### config.mk
export PLATFORM = sky130hd
export DESIGN_NAME = win_dda_stepper
export DESIGN_NICKNAME = d
export VERILOG_FILES = /design/src/rtl/win_dda_stepper.sv
export SDC_FILE = /design/constraint.sdc
export NUM_CORES = 1
export LEC_CHECK = 0
export ABC_AREA = 1
export BUFFER_PORTS_ARGS = -buffer_cell sky130_fd_sc_hd__buf_4
export CORE_ASPECT_RATIO = 0.5
export CORE_MARGIN = 2
export CORE_UTILIZATION = 35
export DETAILED_ROUTE_END_ITERATION = 10
export HOLD_SLACK_MARGIN = 0.08
export SYNTH_ARGS = -nofsm -noshare
export SYNTH_HDL_FRONTEND = slang
export SYNTH_SLANG_ARGS = --single-unit
### constraint.sdc
create_clock -name clk -period 7.3 [get_ports clk]
set_input_delay 0.73 -clock clk [delete_from_list [all_inputs] [get_ports clk]]
set_output_delay 0.73 -clock clk [all_outputs]
set_load 0.03 [all_outputs]
### src/rtl/win_dda_stepper.sv
module win_dda_stepper #(
  parameter int DIM_W = 12,
  parameter int FRAC  = 12
) (
  input  logic                     clk,
  input  logic                     rst_n,
  input  logic                     load,
  input  logic [DIM_W-1:0]         src_w,
  input  logic [DIM_W-1:0]         src_h,
  input  logic [DIM_W-1:0]         dst_w,
  input  logic [DIM_W-1:0]         dst_h,
  input  logic [2:0]               depth_log2,
  input  logic                     frame_start,
  input  logic                     pix_adv,
  input  logic                     line_end,
  output logic                     ready,
  output logic                     fmt_err,
  output logic                     color_expand,
  output logic [DIM_W+1:0]         line_bytes,
  output logic [DIM_W+FRAC-1:0]    h_inc,
  output logic [DIM_W+FRAC-1:0]    v_inc,
  output logic [DIM_W-1:0]         src_x,
  output logic [DIM_W-1:0]         src_y,
  output logic [2*DIM_W+1:0]       byte_ofs
);
  localparam int NUM_W = DIM_W + FRAC;
  localparam int ACC_W = NUM_W + 1;
  localparam int CNT_W = $clog2(NUM_W + 1);
  localparam int OFS_W = 2 * DIM_W + 2;
  localparam logic [2:0] DEPTH16 = 3'd4;
  localparam logic [2:0] DEPTH32 = 3'd5;

  logic [DIM_W-1:0] w_r, h_r, hdiv_r, vdiv_r;
  logic             wide_r, busy;
  logic [CNT_W-1:0] cnt;
  logic [DIM_W:0]   hrem, vrem;
  logic [NUM_W-1:0] hq, vq;
  logic [ACC_W-1:0] hacc, vacc;

  logic [DIM_W-1:0] hdiv_in, vdiv_in;
  logic             depth_ok;
  assign hdiv_in  = (dst_w > DIM_W'(1)) ? dst_w - DIM_W'(1) : DIM_W'(1);
  assign vdiv_in  = (dst_h > DIM_W'(1)) ? dst_h - DIM_W'(1) : DIM_W'(1);
  assign depth_ok = (depth_log2 == DEPTH16) || (depth_log2 == DEPTH32);

  // one restoring-division step: shift remainder left, subtract if it fits
  function automatic logic [DIM_W+NUM_W:0] div_step(
    input logic [DIM_W:0]   rem,
    input logic [NUM_W-1:0] quo,
    input logic [DIM_W-1:0] dvs
  );
    logic [DIM_W:0] t;
    t = {rem[DIM_W-1:0], quo[NUM_W-1]};
    if (t >= {1'b0, dvs})
      return {t - {1'b0, dvs}, quo[NUM_W-2:0], 1'b1};
    else
      return {t, quo[NUM_W-2:0], 1'b0};
  endfunction

  logic [DIM_W+NUM_W:0] hnext, vnext;
  assign hnext = div_step(hrem, hq, hdiv_r);
  assign vnext = div_step(vrem, vq, vdiv_r);

  logic [ACC_W:0]   hsum_full, vsum_full;
  logic [ACC_W-1:0] hsum, vsum;
  assign hsum_full = {1'b0, hacc} + (ACC_W+1)'(hq);
  assign vsum_full = {1'b0, vacc} + (ACC_W+1)'(vq);
  assign hsum = hsum_full[ACC_W] ? '1 : hsum_full[ACC_W-1:0];
  assign vsum = vsum_full[ACC_W] ? '1 : vsum_full[ACC_W-1:0];

  always_ff @(posedge clk or negedge rst_n) begin
    if (!rst_n) begin
      w_r <= '0; h_r <= '0; hdiv_r <= DIM_W'(1); vdiv_r <= DIM_W'(1);
      wide_r <= 1'b0; busy <= 1'b0; ready <= 1'b0; fmt_err <= 1'b0;
      cnt <= '0; hrem <= '0; vrem <= '0; hq <= '0; vq <= '0;
      hacc <= '0; vacc <= '0;
    end else if (load) begin
      w_r    <= src_w;
      h_r    <= src_h;
      hdiv_r <= hdiv_in;
      vdiv_r <= vdiv_in;
      wide_r <= (depth_log2 == DEPTH32);
      hrem   <= '0;
      vrem   <= '0;
      hq     <= {src_w, {FRAC{1'b0}}};
      vq     <= {src_h, {FRAC{1'b0}}};
      cnt    <= '0;
      hacc   <= '0;
      vacc   <= '0;
      ready  <= 1'b0;
      busy   <= depth_ok;
      fmt_err <= !depth_ok;
    end else if (busy) begin
      {hrem, hq} <= hnext;
      {vrem, vq} <= vnext;
      cnt <= cnt + CNT_W'(1);
      if (cnt == CNT_W'(NUM_W - 1)) begin
        busy  <= 1'b0;
        ready <= 1'b1;
      end
    end else if (ready) begin
      if (frame_start) begin
        hacc <= '0;
        vacc <= '0;
      end else if (pix_adv) begin
        if (line_end) begin
          hacc <= '0;
          vacc <= vsum;
        end else begin
          hacc <= hsum;
        end
      end
    end
  end

  logic [DIM_W:0]   xi, yi;
  logic [DIM_W-1:0] xlim, ylim;
  assign xi   = hacc[ACC_W-1:FRAC];
  assign yi   = vacc[ACC_W-1:FRAC];
  assign xlim = (w_r == '0) ? '0 : w_r - DIM_W'(1);
  assign ylim = (h_r == '0) ? '0 : h_r - DIM_W'(1);
  assign src_x = ({1'b0, xlim} < xi) ? xlim : xi[DIM_W-1:0];
  assign src_y = ({1'b0, ylim} < yi) ? ylim : yi[DIM_W-1:0];

  assign h_inc        = hq;
  assign v_inc        = vq;
  assign color_expand = !wide_r;
  assign line_bytes   = wide_r ? {w_r, 2'b00} : {1'b0, w_r, 1'b0};
  assign byte_ofs     = OFS_W'(src_y) * OFS_W'(line_bytes)
                      + (OFS_W'(src_x) << (wide_r ? 2 : 1));


  load_drop_chk: assert property (@(posedge clk) disable iff (!rst_n)
    load |=> !ready);


  bad_fmt_chk: assert property (@(posedge clk) disable iff (!rst_n)
    fmt_err |-> !ready);


  sof_zero_chk: assert property (@(posedge clk) disable iff (!rst_n)
    (ready && !load && frame_start) |=> (src_x == '0 && src_y == '0));


  eol_wrap_chk: assert property (@(posedge clk) disable iff (!rst_n)
    (ready && !load && !frame_start && pix_adv && line_end)
      |=> (src_x == '0 && vacc >= $past(vacc)));


  idle_hold_chk: assert property (@(posedge clk) disable iff (!rst_n)
    (!ready && !load) |=> ($stable(hacc) && $stable(vacc)));


  sat_mono_chk: assert property (@(posedge clk) disable iff (!rst_n)
    (ready && !load && !frame_start && pix_adv && !line_end)
      |=> hacc >= $past(hacc));


  clamp_x_chk: assert property (@(posedge clk) disable iff (!rst_n)
    src_x <= xlim);
endmodule

==> flow_summary.json <==
{
  "status": "finished with violations",
  "violations": "negative setup slack",
  "wirelength_um": 61400,
  "postSynthAreaPerCell_sq_um": 7.10,
  "hold_ws_ns": 0.259,
  "vias": 19012,
  "tns_ns": -6.93,
  "path_class": "flip-flop to primary output",
  "final_cells": 3885,
  "core_sq_um": 55300,
  "end_kind": "primary output",
  "synth_top_family_by_area": "simple AND/OR/NAND/NOR gates",
  "dpl.hpwl_um": 48700,
  "worst-endpoint-required_ns": 6.57,
  "slowest_stage": "fa_1",
  "synth_most_common_cell": "nand2_1",
  "worstMarginPinSlew_ns": 1.06,
  "path_clk_slew_ns": 0.08,
  "synth_top_area_cell": "dfrtp_1",
  "diodes": 0,
  "avgRoutedWirePerCell_um": 15.8,
  "critPathLaunchType": "flip-flop",
  "period_needed_ns": 7.82,
  "place_inst": 3786,
  "synthDistinctLibCells": 46,
  "viasPerCell": 4.89,
  "ant_nets": 0,
  "synth-seq-cells": 179,
  "synth_compound_area_share_pct": 10.6,
  "drv_cap": 0,
  "gp_congestion": 0.935,
  "io_buffers": 169,
  "fillCellCount": 5578,
  "hold_buffers": 0,
  "die-area_sq_um": 57700,
  "synthToLayoutAreaGrowth_pct": 29.7,
  "synth_fa_ha_area_share_pct": 24.0,
  "syn_area_sq_um": 19500,
  "finalCritPeriodShare_pct": 107,
  "setup_slack_ns": -0.517,
  "synthTopCellsByCount": "633 x nand2_1, 505 x inv_1, 248 x nor2_1",
  "finalHoldViolCount": 0,
  "ys.flop_type": "dfrtp_1",
  "clock_path_buffers": 2,
  "grt_usage_pct": 21.5,
  "synthSimpleGateAreaFrac_pct": 27.0,
  "ys_seq_area_share_pct": 23.0,
  "first_global_vias": 18976,
  "cts_buffers": 17,
  "synth_edf_count": 0,
  "rows": 61,
  "synthDominantCellAreaShare_pct": 22.7,
  "die_y_um": 171,
  "cts_sinks": 179,
  "arrival_ns": 7.09,
  "synth-async-reset-ratio_pct": 100,
  "yosys_warnings": 0,
  "route.detailed.drc": 0,
  "layout-drive-gt1-share_pct": 22.5,
  "grt_antenna_before_repair": 0,
  "grt_max_degree": 67,
  "crit_fanout": 7,
  "fin_skew_ns": 0.0131,
  "finalSetupViolCount": 17,
  "drt_iter0_markers": 1255,
  "die_w_um": 338,
  "fmax_mhz": 128,
  "finalMaxSlewViolations": 0,
  "ioPinCount": 172,
  "rsz0062_at_grt": "yes",
  "final_net_count": 3471,
  "cts_root_buffer": "clkbuf_16",
  "insertion_delay_ns": 0.45,
  "htree_levels": 4,
  "slowest_delay_ns": 0.54,
  "start_util_pct": 35.2,
  "synth.area.top_cells": "dfrtp_1 23%, fa_1 13%, nand2_1 12%",
  "grt_first_pass_wirelength_um": 99300,
  "drtPass1Iterations": 6,
  "synth_xor_area_share_pct": 3.82,
  "synthCells": 2744,
  "synth_mux_area_share_pct": 0,
  "cts_tree": "built",
  "relSlewSlack_pct": 28.9,
  "overflow": 0,
  "worstHoldPathType": "input port to asynchronous set/reset pin"
}
-- cells in the final DEF (no fill, tap or decap), types with 10 or more instances in the layout --
cell type | synthesis | final
a21oi_1 | 116 | 97
a21oi_2 | 1 | 12
buf_4 | 7 | 373
buf_6 | 4 | 37
clkbuf_16 | 0 | 17
dfrtp_1 | 177 | 176
fa_1 | 127 | 117
fa_2 | 0 | 10
ha_1 | 171 | 146
ha_4 | 0 | 23
inv_1 | 505 | 473
inv_2 | 6 | 37
nand2_1 | 633 | 601
nand2_2 | 12 | 26
nand2_4 | 9 | 19
nand3_1 | 232 | 211
nand3_2 | 6 | 22
nand4_1 | 39 | 39
nor2_1 | 248 | 216
nor2_2 | 12 | 29
nor2_4 | 1 | 16
nor3_1 | 29 | 24
o21ai_0 | 134 | 122
o21ai_1 | 17 | 19
o221ai_1 | 13 | 13
o22ai_1 | 46 | 46
xnor2_1 | 23 | 20
xor2_1 | 62 | 52
-- cell families after synthesis --
| kind of cell | count (synthesis) |
|---|---|
| other cells | 2 |
| simple gates | 1233 |
| compound gates | 370 |
| flops | 179 |
| xor+xnor | 85 |
| fa+ha+maj | 298 |
| buf+inv | 577 |
-- final timing paths --
path,start,slack [ns],cells past startpoint,to
worst max-delay path,h_r[5],-0.52,35,byte_ofs[22]
worst min-delay path,rst_n,0.26,1,hdiv_r[7]
worst max register to register,v_inc[2],4.26,13,vacc[13]
worst min register to register,vacc[6],0.49,2,vacc[6]
max in group asynchronous,rst_n,5.77,2,h_r[3]
min in group clk,vacc[6],0.49,2,vacc[6]
-- routing by layer --
| metal | GRT usage (%) | up-vias | part of all wire, % |
|---|---|---|---|
| met2 | 37.7 | 374 | 49 |
| met1 | 28.4 | 9071 | 46 |
| met4 | 5.91 | 0 | 2.5 |
| li1 | - | 9483 | - |
| met3 | 1.81 | 84 | 3.0 |
| met5 | 0 | - | 0 |
-- cell type report --
type / count / area (sq um) / share of cell area (%)
Clock inverter: 13 / 115 / 0.456
Inverter: 515 / 1940 / 7.66
Tap cell: 756 / 946 / 3.75
Multi-Input combinational cell: 1989 / 14100 / 55.7
Timing Repair Buffer: 414 / 3280 / 13.0
Sequential cell: 179 / 4480 / 17.7
Clock buffer: 19 / 443 / 1.75
-- flip-flops by register name, indices dropped and copies added (netlist names), 5 cells and up --
register	count
vacc	25
hdiv_r	12
hrem	12
v_inc	24
vdiv_r	12
cnt	5
h_inc	24
hacc	25
vrem	12
w_r	12
h_r	12
-- critical path, delay by kind of cell (launching register included) --
kind,cells,cell delay [ns]
xor gates and xnor gates,2,0.34
AOI/OAI and AO/OA,4,0.59
and+or+nand+nor,12,1.42
DFF,1,0.43
adders and majority gates,7,2.93
buffers and inverters,10,0.94
-- timing repair --
| item | CTS | global route |
|---|---|---|
| pin swaps | 73 | 67 |
| buffers inserted | 49 | 19 |
| setup endpoints to repair | 19 | 20 |
| resized for setup | 196 | 119 |
| gates cloned | 2 | 0 |
-- metrics by stage --
stage                     worst slack [ns]  cell area, sq um  util [%]
after global routing                -0.832             25300      45.7
after global placement              -0.341             22900      41.4
after CTS                           -0.424             24700      44.6
after detailed placement            -0.450             22900      41.4
after floorplan                    0.00222             19600         -
final                               -0.517             25300      45.7
Power is left out: the tool's default activity adds up to more than one toggle a clock period on the data nets, which glitch-free logic cannot reach.
